$ cat config.mk
export PLATFORM = sky130hd
export DESIGN_NAME = link_fast_reset
export DESIGN_NICKNAME = d
export VERILOG_FILES = /design/src/rtl/link_fast_reset.sv
export SDC_FILE = /design/constraint.sdc
export NUM_CORES = 1
export LEC_CHECK = 0
export ABC_AREA = 1
export BUFFER_PORTS_ARGS = -buffer_cell sky130_fd_sc_hd__buf_2
export CAP_MARGIN = 20
export CELL_PAD_IN_SITES_DETAIL_PLACEMENT = 2
export CELL_PAD_IN_SITES_GLOBAL_PLACEMENT = 2
export CORE_UTILIZATION = 27
export CTS_BUF_LIST = sky130_fd_sc_hd__clkbuf_8 sky130_fd_sc_hd__clkbuf_16
export DETAILED_ROUTE_END_ITERATION = 10
export PLACE_DENSITY_LB_ADDON = 0.1
export SLEW_MARGIN = 20
export SYNTH_ARGS = -nofsm -noshare
export SYNTH_HDL_FRONTEND = slang
export SYNTH_SLANG_ARGS = --single-unit
$ cat constraint.sdc
create_clock -name clk -period 1.8 [get_ports clk]
set_input_delay 0.09 -clock clk [delete_from_list [all_inputs] [get_ports clk]]
set_output_delay 0.09 -clock clk [all_outputs]
set_load 0.01 [all_outputs]
$ cat src/rtl/link_fast_reset.sv
module link_fast_reset #(
  parameter int RESET_CYCLES = 4,
  parameter int FWD_CYCLES   = 3
) (
  input  logic clk,
  input  logic rst_n,
  input  logic link_trained,
  input  logic last_in_chain,
  input  logic dn_idle_det,
  input  logic up_idle_det,
  input  logic quiesce_done,
  output logic dn_idle_fwd,
  output logic up_idle_fwd,
  output logic up_tx_zero,
  output logic quiesce_req,
  output logic soft_rst,
  output logic commit_pulse,
  output logic clk_realign
);

  localparam int MAXC = (RESET_CYCLES > FWD_CYCLES) ? RESET_CYCLES : FWD_CYCLES;
  localparam int CW   = $clog2(MAXC + 1);

  typedef enum logic [2:0] {
    ST_IDLE, ST_QUIESCE, ST_RESET, ST_WAIT_UP, ST_FWD_UP, ST_REARM
  } state_t;

  state_t state, state_nx;
  logic [CW-1:0] cnt;

  wire rst_end = (cnt == CW'(RESET_CYCLES - 1));
  wire fwd_end = (cnt == CW'(FWD_CYCLES - 1));

  always_comb begin
    state_nx = state;
    unique case (state)
      ST_IDLE:    if (link_trained && dn_idle_det) state_nx = ST_QUIESCE;
      ST_QUIESCE: if (quiesce_done) state_nx = ST_RESET;
      ST_RESET:   if (rst_end) state_nx = last_in_chain ? ST_FWD_UP : ST_WAIT_UP;
      ST_WAIT_UP: if (up_idle_det) state_nx = ST_FWD_UP;
      ST_FWD_UP:  if (fwd_end) state_nx = ST_REARM;
      ST_REARM:   if (!dn_idle_det) state_nx = ST_IDLE;
      default:    state_nx = ST_IDLE;
    endcase
  end

  always_ff @(posedge clk or negedge rst_n) begin
    if (!rst_n) begin
      state <= ST_IDLE;
      cnt   <= '0;
    end else begin
      state <= state_nx;
      if (state_nx != state)
        cnt <= '0;
      else if (state == ST_RESET || state == ST_FWD_UP)
        cnt <= cnt + 1'b1;
    end
  end

  wire in_seq = (state == ST_QUIESCE) || (state == ST_RESET) ||
                (state == ST_WAIT_UP) || (state == ST_FWD_UP);

  assign dn_idle_fwd  = in_seq && !last_in_chain;
  assign up_idle_fwd  = (state == ST_FWD_UP);
  assign up_tx_zero   = (state == ST_QUIESCE) || (state == ST_RESET) || (state == ST_WAIT_UP);
  assign quiesce_req  = (state == ST_QUIESCE);
  assign soft_rst     = (state == ST_RESET) || (state == ST_WAIT_UP) || (state == ST_FWD_UP);
  assign clk_realign  = (state == ST_RESET);
  assign commit_pulse = (state == ST_RESET) && (cnt == '0);

  AST_REGRST_AFTER_QUIESCE: assert property (@(posedge clk) disable iff (!rst_n)
    $rose(soft_rst) |-> $past(quiesce_req && quiesce_done));
  AST_QREQ_HOLD: assert property (@(posedge clk) disable iff (!rst_n)
    (quiesce_req && !quiesce_done) |=> quiesce_req);
  AST_NO_REGRST_IN_QUIESCE: assert property (@(posedge clk) disable iff (!rst_n)
    !(quiesce_req && soft_rst));
  AST_COMMIT_SINGLE: assert property (@(posedge clk) disable iff (!rst_n)
    commit_pulse |=> !commit_pulse);
  AST_COMMIT_IN_REALIGN: assert property (@(posedge clk) disable iff (!rst_n)
    commit_pulse |-> (soft_rst && clk_realign));
  AST_ZERO_VS_FWD: assert property (@(posedge clk) disable iff (!rst_n)
    !(up_tx_zero && up_idle_fwd));
  AST_DN_FWD_NOT_LAST: assert property (@(posedge clk) disable iff (!rst_n)
    dn_idle_fwd |-> !last_in_chain);
  AST_UP_FWD_GATED: assert property (@(posedge clk) disable iff (!rst_n)
    $rose(up_idle_fwd) |-> ($past(last_in_chain) || $past(up_idle_det)));
  AST_UP_FWD_IN_RESET: assert property (@(posedge clk) disable iff (!rst_n)
    up_idle_fwd |-> soft_rst);

endmodule

==> Yosys cells after proc, flatten, opt, wreduce, memory -nomap -nowiden <==
Index checks and enable logic that the tools add are counted.
{ "totals": {"latch_bits": 0, "romBits": 0, "word_cells": 34, "ff_bits": 6, "ramBits": 0, "mem_count": 0, "in_bits": 7} }
{ "op_classes": {"add_sub_neg": 1, "shifts": 0, "n_eq_ne": 8, "reduce_logical": 13, "muxes": 10, "div_mod_pow": 0, "magnitude_cmp": 0, "n_bitwise": 0, "mul": 0} }
{ "ops": {"columns": ["op", "n"], "rows": [
  ["3-bit 2-to-1 mux", 9],
  ["3-bit case mux with 6 select lines", 1],
  ["3-bit by 2-bit equality test with 1-bit output, second input constant", 4],
  ["3-bit equality test, second input constant", 2],
  ["3-bit logical NOT", 2],
  ["1-bit logical OR", 6],
  ["3-bit by 1-bit adder with 3-bit output, second input constant", 1],
  ["3-bit by 1-bit equality test with 1-bit output, second input constant", 1],
  ["1-bit logical AND", 3],
  ["3-bit inequality test", 1],
  ["2-bit nonzero test", 1],
  ["1-bit logical NOT", 1]
]} }

==> Logic depth before layout (Yosys ltp) <==
Gate-level depths: netlist of the first run.
{ "depth": {"word_depth": 5, "ltp_mapped": 10, "mapped_depth_nobuf": 10} }

==> Least setup slack after synthesis of the first run <==
OpenSTA, ideal clock, no wires.
{ "synth_path": {"path_kind": "register to register", "start": "reg cnt[1]", "end": "reg cnt[0]", "arrival_ns": 1.319, "n_path_buf": 0, "path_slack_ns": 0.410, "stages_incl_launch_ff": 10, "setup_ns": 0.072, "cell_sequence": "dfrtp_1 -> ha_1 -> ha_1 -> o21ai_0 -> nor2_1 -> nor2_1 -> nand3_2 -> nand2_2 -> nand3_2 -> nor2_1"} }
{ "synth_via": {"elab_chain_len": 5, "word_cells_on_any_way": 8, "cone_classes": "3 x eq/ne; 4 x mux; 1 x reduce/logical"} }
{ "synth_lines": {"columns": ["item", "line", "rtl"], "rows": [
  ["from (decl)", "29", "logic [CW-1:0] cnt;"],
  ["from (signal assigned)", "56", "cnt <= cnt + 1'b1;"],
  ["3-bit by 2-bit equality test with 1-bit output, on equally long branches", "32, 31", null],
  ["3-bit 2-to-1 mux, on equally long branches", "41, 39", null],
  ["3-bit case mux with 6 select lines *", "36", "unique case (state)"],
  ["via state_nx[0]", "28", "state_t state, state_nx;"],
  ["3-bit inequality test *", "53", "if (state_nx != state)"],
  ["3-bit 2-to-1 mux or 2-bit nonzero test (tied branches)", null, null]
]} }
Mark *: on every way through the listed nets, which the timed path passes. The rest lies on a longest branch.
A chain may end at the register's enable or synchronous reset.

==> Worst setup path after layout of the first run <==
{ "layout_path": {"start": "reg cnt[1]", "end": "reg cnt[1]"} }
The elaborated chain is that of the path after synthesis.

==> results of run 1 <==
layout make-up:
class	count	area, µm²
Clock buffer	3	41.3
Fill cell	249	1280
Inverter	16	60.1
Multi-Input combinational cell	60	344
Sequential cell	6	150
Tap cell	27	33.8
Timing Repair Buffer	14	75.1
worst min-delay path by stage:
| stage | startpoint | cells past startpoint | end |
|---|---|---|---|
| finish | quiesce_done | 3 | state[1] |
| CTS | quiesce_done | 3 | state[1] |
| global placement | rst_n | 1 | state[0] |
| detailed placement | rst_n | 1 | state[1] |
| global route | rst_n | 2 | cnt[1] |
| floorplan | rst_n | 0 | cnt[0] |
registers in the layout, indices dropped and copies added, names as in the netlist:
signal,count
state,3
cnt,3
metal layers:
metal,wire length (µm),part of all wire (%),GRT usage (%),up-vias
met3,52,3.4,2.22,3
li1,-,-,-,291
met5,0,0,0,-
met4,28,1.8,8.33,0
met1,779,51,22.3,270
met2,682,44,24.5,12
what timing repair did:
item / in CTS / in global routing
setup endpoints to repair: 0 / 0
hold buffers: 1 / 0
buffers inserted: 0 / 0
endpoints found under the hold margin: 6 / 0
per-stage QoR:
stage,total power [mW],hold slack (ns),util (%),instances
after floorplan,0.716,-0.206,-,84
after global placement,0.860,-0.0807,33.0,122
after detailed placement,0.871,-0.0783,33.0,122
after CTS,1.09,0.198,35.5,126
after global routing,1.17,0.241,35.5,126
final,1.07,0.194,35.5,126
logic make-up (layout without fill, tap and decap cells):
| group | after synthesis | in the layout | synth area share, % |
|---|---|---|---|
| compound gates | 7 | 7 | 6.72 |
| buf+inv | 18 | 33 | 14.3 |
| simple gates | 47 | 47 | 41.0 |
| fa+ha+maj | 4 | 4 | 8.68 |
| mux | 1 | 1 | 1.74 |
| xor+xnor | 1 | 1 | 1.52 |
| flops | 6 | 6 | 26.0 |
worst register-to-register path: stages (launching register included):
cell,delay (ns)
dfrtp_1,0.39
ha_1,0.19
ha_1,0.21
o21ai_0,0.16
nor2_1,0.06
nor2_1,0.13
nand3_2,0.09
nand2_2,0.07
nand3_2,0.07
nor2_1,0.10
cells in the mapped netlist:
library cell | n | area (µm²)
ha_1 | 4 | 50.1
nand2_2 | 2 | 12.5
nand3_1 | 6 | 30.0
nor2_1 | 19 | 71.3
o221ai_1 | 1 | 8.76
nand3_2 | 4 | 40.0
inv_1 | 13 | 48.8
inv_2 | 3 | 11.3
nand4_1 | 1 | 6.26
nor2_2 | 5 | 31.3
mux2i_1 | 1 | 10.0
buf_6 | 2 | 22.5
nand2_1 | 9 | 33.8
o21ai_0 | 6 | 30.0
dfrtp_1 | 6 | 150
xor2_1 | 1 | 8.76
nor2_4 | 1 | 11.3
where the power goes:
part,switching [mW],leakage [nW],internal (mW),total [mW]
Clock,0.0575,0.0216,0.144,0.201
Sequential,0.0805,0.0813,0.175,0.255
Combinational,0.387,0.275,0.222,0.609
==> flow_metrics.tcl, run 1 <==
set metrics [dict create \
    leakage_nw 0.377 \
    ant_nets 0 \
    crit_type "reg2reg" \
    grt_pass1_wl_um 2470 \
    maxSlewHeadroom_pct 78.3 \
    clk_pin_slew_ns 0.03 \
    gp_congestion 0.668 \
    hold_viol 0 \
    crit_buf_inv 0 \
    clockBufferDepth 2 \
    cts_sinks 6 \
    dp_hpwl_um 1320 \
    io_pins 14 \
    min_period_ns 1.55 \
    setup_ws_ns 0.251 \
    r2r-start "cnt[1]" \
    drcViolationCount 0 \
    fin_crit_sh_pct 86.1 \
    synth_warnings 0 \
    wl_um 1540 \
    yosysSeqAreaShare_pct 26.0 \
    status "finished clean" \
    worst_path_most_repeated_cell "nor2_1" \
    arrival_ns 1.70 \
    nets 112 \
    dieWidth_um 48.2 \
    finClkSkew_ns 0.000182 \
    area_delta_synth_final_pct 22.1 \
    dieArea_um2 2330 \
    post_cts_resized 0 \
    postPlaceCellArea_um2 653 \
    path_cells "ha_1, ha_1, o21ai_0, nor2_1, nor2_1, nand3_2, nand2_2, nand3_2, nor2_1" \
    final_cell_mix "19 x nor2_1, 13 x inv_1, 13 x buf_2, 9 x nand2_1" \
    core_area_um2 1980 \
    p_per_area_nw_per_um2 1510 \
    holdCritPathClass "in2reg" \
    wl_per_cell_um 12.2 \
    final_common_cell "nor2_1" \
    first_iter_violations 3 \
    required_ns 1.95 \
    setup_tns_ns 0 \
    worstSetupStartpoint "cnt[1]" \
    vias 576 \
    synth_seq_cells 6 \
    grt_pass1_vias 565 \
    crit_end "cnt[1]" \
    drv_cap 0 \
    start_util_pct 29.1 \
    worstSkewPairLatency_ns 0.22 \
    cts-root-buf "clkbuf_8" \
    critPathMaxFanout 4 \
    preCtsSetupSlack_ns 0.227 \
    ff2ff_path_depth 9 \
    grt_usage_pct 16.2 \
    slowest_delay_ns 0.39 \
    worst_pin_slew_ns 0.325 \
    design_area_um2 704 \
    drive_gt1_share_pct 31.3 \
    fmax_ghz 0.645 \
    r2r_setup_slack_ns 0.25 \
    htree_levels 1 \
    rows 16 \
    cp-end-kind "flop" \
    slowest_stage "dfrtp_1" \
    cts_buffers 3 \
    syn_avg_cell_area_um2 6.87 \
    slew_violations 0 \
    die_h_um 48.2 \
    antenna_cells 0 \
    grt.overflow.total 0 \
    syn_nets 95 \
    dr.pass1.iters 2 \
    cp_top_family "simple AND/OR/NAND/NOR gates" \
    max-vdd-ir-drop_uv 574 \
    synthCells 84 \
    syn_area_um2 577 \
    antenna_found_initial 0 \
    vias_per_cell 4.57 \
    ys_types 17 \
    rsz0062_at_grt "no" \
    setup_viol 0 \
    critPathLaunchType "flop" \
    port_buffers 13 \
    cts_tree "built" \
    path_depth 9 \
    timing.rr.end "cnt[1]" \
    grt_max_degree 10 \
]
No activity file was read; power rests on OpenSTA's default activity.
==> run 2, diff against run 1 <==
--- a/config.mk
+++ b/config.mk
@@ -10,6 +10,7 @@
 export CAP_MARGIN = 20
 export CELL_PAD_IN_SITES_DETAIL_PLACEMENT = 2
 export CELL_PAD_IN_SITES_GLOBAL_PLACEMENT = 2
+export CORE_ASPECT_RATIO = 0.75
 export CORE_UTILIZATION = 27
 export CTS_BUF_LIST = sky130_fd_sc_hd__clkbuf_8 sky130_fd_sc_hd__clkbuf_16
 export DETAILED_ROUTE_END_ITERATION = 10
==> flow_metrics.tcl, run 2 (synthesis results as in run 1) <==
set metrics [dict create \
    status "finished clean" \
    p_per_area_nw_per_um2 1540 \
    start_util_pct 28.6 \
    min_period_ns 1.64 \
    whs_ns 0.169 \
    wl_um 1670 \
    worst_path_most_repeated_cell "nor2_1" \
    final_cell_mix "19 x nor2_1, 13 x inv_1, 13 x buf_2, 9 x nand2_1" \
    maxSlewHeadroom_pct 75.9 \
    antenna_found_initial 0 \
    drive_gt1_share_pct 31.3 \
    clk_pin_slew_ns 0.04 \
    ant_nets 0 \
    holdCritPathClass "in2reg" \
    power.share.combinational_pct 56.8 \
    post-cts-setup-buffers 0 \
    crit_type "reg2reg" \
    slowest_delay_ns 0.39 \
    wl_per_cell_um 13.6 \
    cts-root-buf "clkbuf_8" \
    arrival_ns 1.79 \
    fmax_ghz 0.609 \
    grt_pass1_wl_um 2960 \
    cts_tree "built" \
    grt_pass1_vias 610 \
    setup_tns_ns 0 \
    sequentialPowerShare_pct 24.2 \
    p_int_mw 0.539 \
    finClkSkew_ns 0.00205 \
    dieWidth_um 55.4 \
    reg_top3 "cnt (3), state (3)" \
    rows 14 \
    cp-end-kind "flop" \
    worst_pin_slew_ns 0.362 \
    cp_top_family "simple AND/OR/NAND/NOR gates" \
    vias_per_cell 4.76 \
    cts_buffers 3 \
    setup_ws_ns 0.158 \
    slew_violations 0 \
    dp_hpwl_um 1360 \
    preCtsSetupSlack_ns 0.159 \
    critPathMaxFanout 4 \
    setup_viol 0 \
    dieArea_um2 2330 \
    hold_viol 0 \
    dr.pass1.iters 4 \
    worstSkewPairLatency_ns 0.23 \
    critPathLaunchType "flop" \
    clockBufferDepth 2 \
    crit_buf_inv 0 \
    htree_levels 1 \
    vias 586 \
    leakage_nw 0.377 \
    gp_congestion 0.694 \
    grt_max_degree 10 \
    port_buffers 13 \
    grt_usage_pct 17.6 \
    rsz0062_at_grt "no" \
    p_switching_mw 0.538 \
    first_iter_violations 8 \
    max-vdd-ir-drop_uv 583 \
    die_h_um 42.0 \
    cts_sinks 6 \
    grt.overflow.total 0 \
    p_clk_share_pct 19.1 \
    area_delta_synth_final_pct 21.5 \
    slowest_stage "dfrtp_1" \
    nets 112 \
    antenna_cells 0 \
    path_cells "ha_1, ha_1, nand2_1, o21ai_0, nor2_1, nor2_1, o21ai_0, nand3_2, nor2_1" \
    fin_crit_sh_pct 91.2 \
    p_total_mw 1.08 \
    io_pins 14 \
    netSwitchingFraction_pct 49.9 \
    final_common_cell "nor2_1" \
    drv_cap 0 \
    required_ns 1.95 \
    core_area_um2 2010 \
    drcViolationCount 0 \
]
==> run 2: cell counts in the layout (fill, tap and decap cells not counted) <==
No cell type changed its count.
==> run 2: what timing repair did <==
item                                    in CTS  in global routing
hold buffers                                 1                  0
endpoints found under the setup margin       0                  0
endpoints found under the hold margin        6                  0
resized for setup                            0                  0
==> run 2: worst paths after layout <==
| check | slack (ns) | cells past startpoint | end | start |
|---|---|---|---|---|
| hold reg to reg | 0.69 | 3 | cnt[0] | cnt[0] |
| min in group asynchronous | 0.21 | 2 | state[2] | rst_n |
| hold / removal | 0.17 | 3 | state[1] | quiesce_done |
| setup / recovery | 0.16 | 9 | cnt[1] | cnt[1] |
| setup reg to reg | 0.16 | 9 | cnt[1] | cnt[1] |
| max in group asynchronous | 1.44 | 2 | cnt[2] | rst_n |
==> run 2: cell type report <==
cell class	instances	area [µm²]
multi-input cells	60	344
repair buffers	14	75.1
clock buffers	3	41.3
flip-flops and latches	6	150
fillers	263	1310
inverters	16	60.1
well taps	24	30.0
==> run 2: power by group through the flow <==
| stage | combinational, mW | sequential [mW] | clock (mW) |
|---|---|---|---|
| after floorplan | 0.512 | 0.204 | 0 |
| after global placement | 0.606 | 0.260 | 0 |
| after detailed placement | 0.616 | 0.261 | 0 |
| after CTS | 0.628 | 0.260 | 0.214 |
| after global routing | 0.687 | 0.274 | 0.219 |
| final | 0.611 | 0.260 | 0.206 |
==> run 2: metal layers <==
| metal | GRT usage (%) | up-vias | share of wire, % |
|---|---|---|---|
| met3 | 4.63 | 5 | 3.8 |
| met1 | 24.4 | 275 | 53 |
| li1 | - | 291 | - |
| met5 | 0 | - | 0 |
| met2 | 24.6 | 15 | 41 |
| met4 | 10.5 | 0 | 2.8 |
==> run 2: metrics by stage <==
stage          util (%)  area [µm²]  instances
2_1_floorplan         -         577         84
3_3_place_gp       32.2         649        119
3_5_place_dp       32.2         649        119
4_1_cts            34.8         701        123
5_1_grt            34.8         701        123
6_report           34.8         701        123
==> run 2: tightest hold or removal path, cell delays in order <==
cell	delay (ns)
buf_2	0.11
inv_1	0.06
o21ai_0	0.08
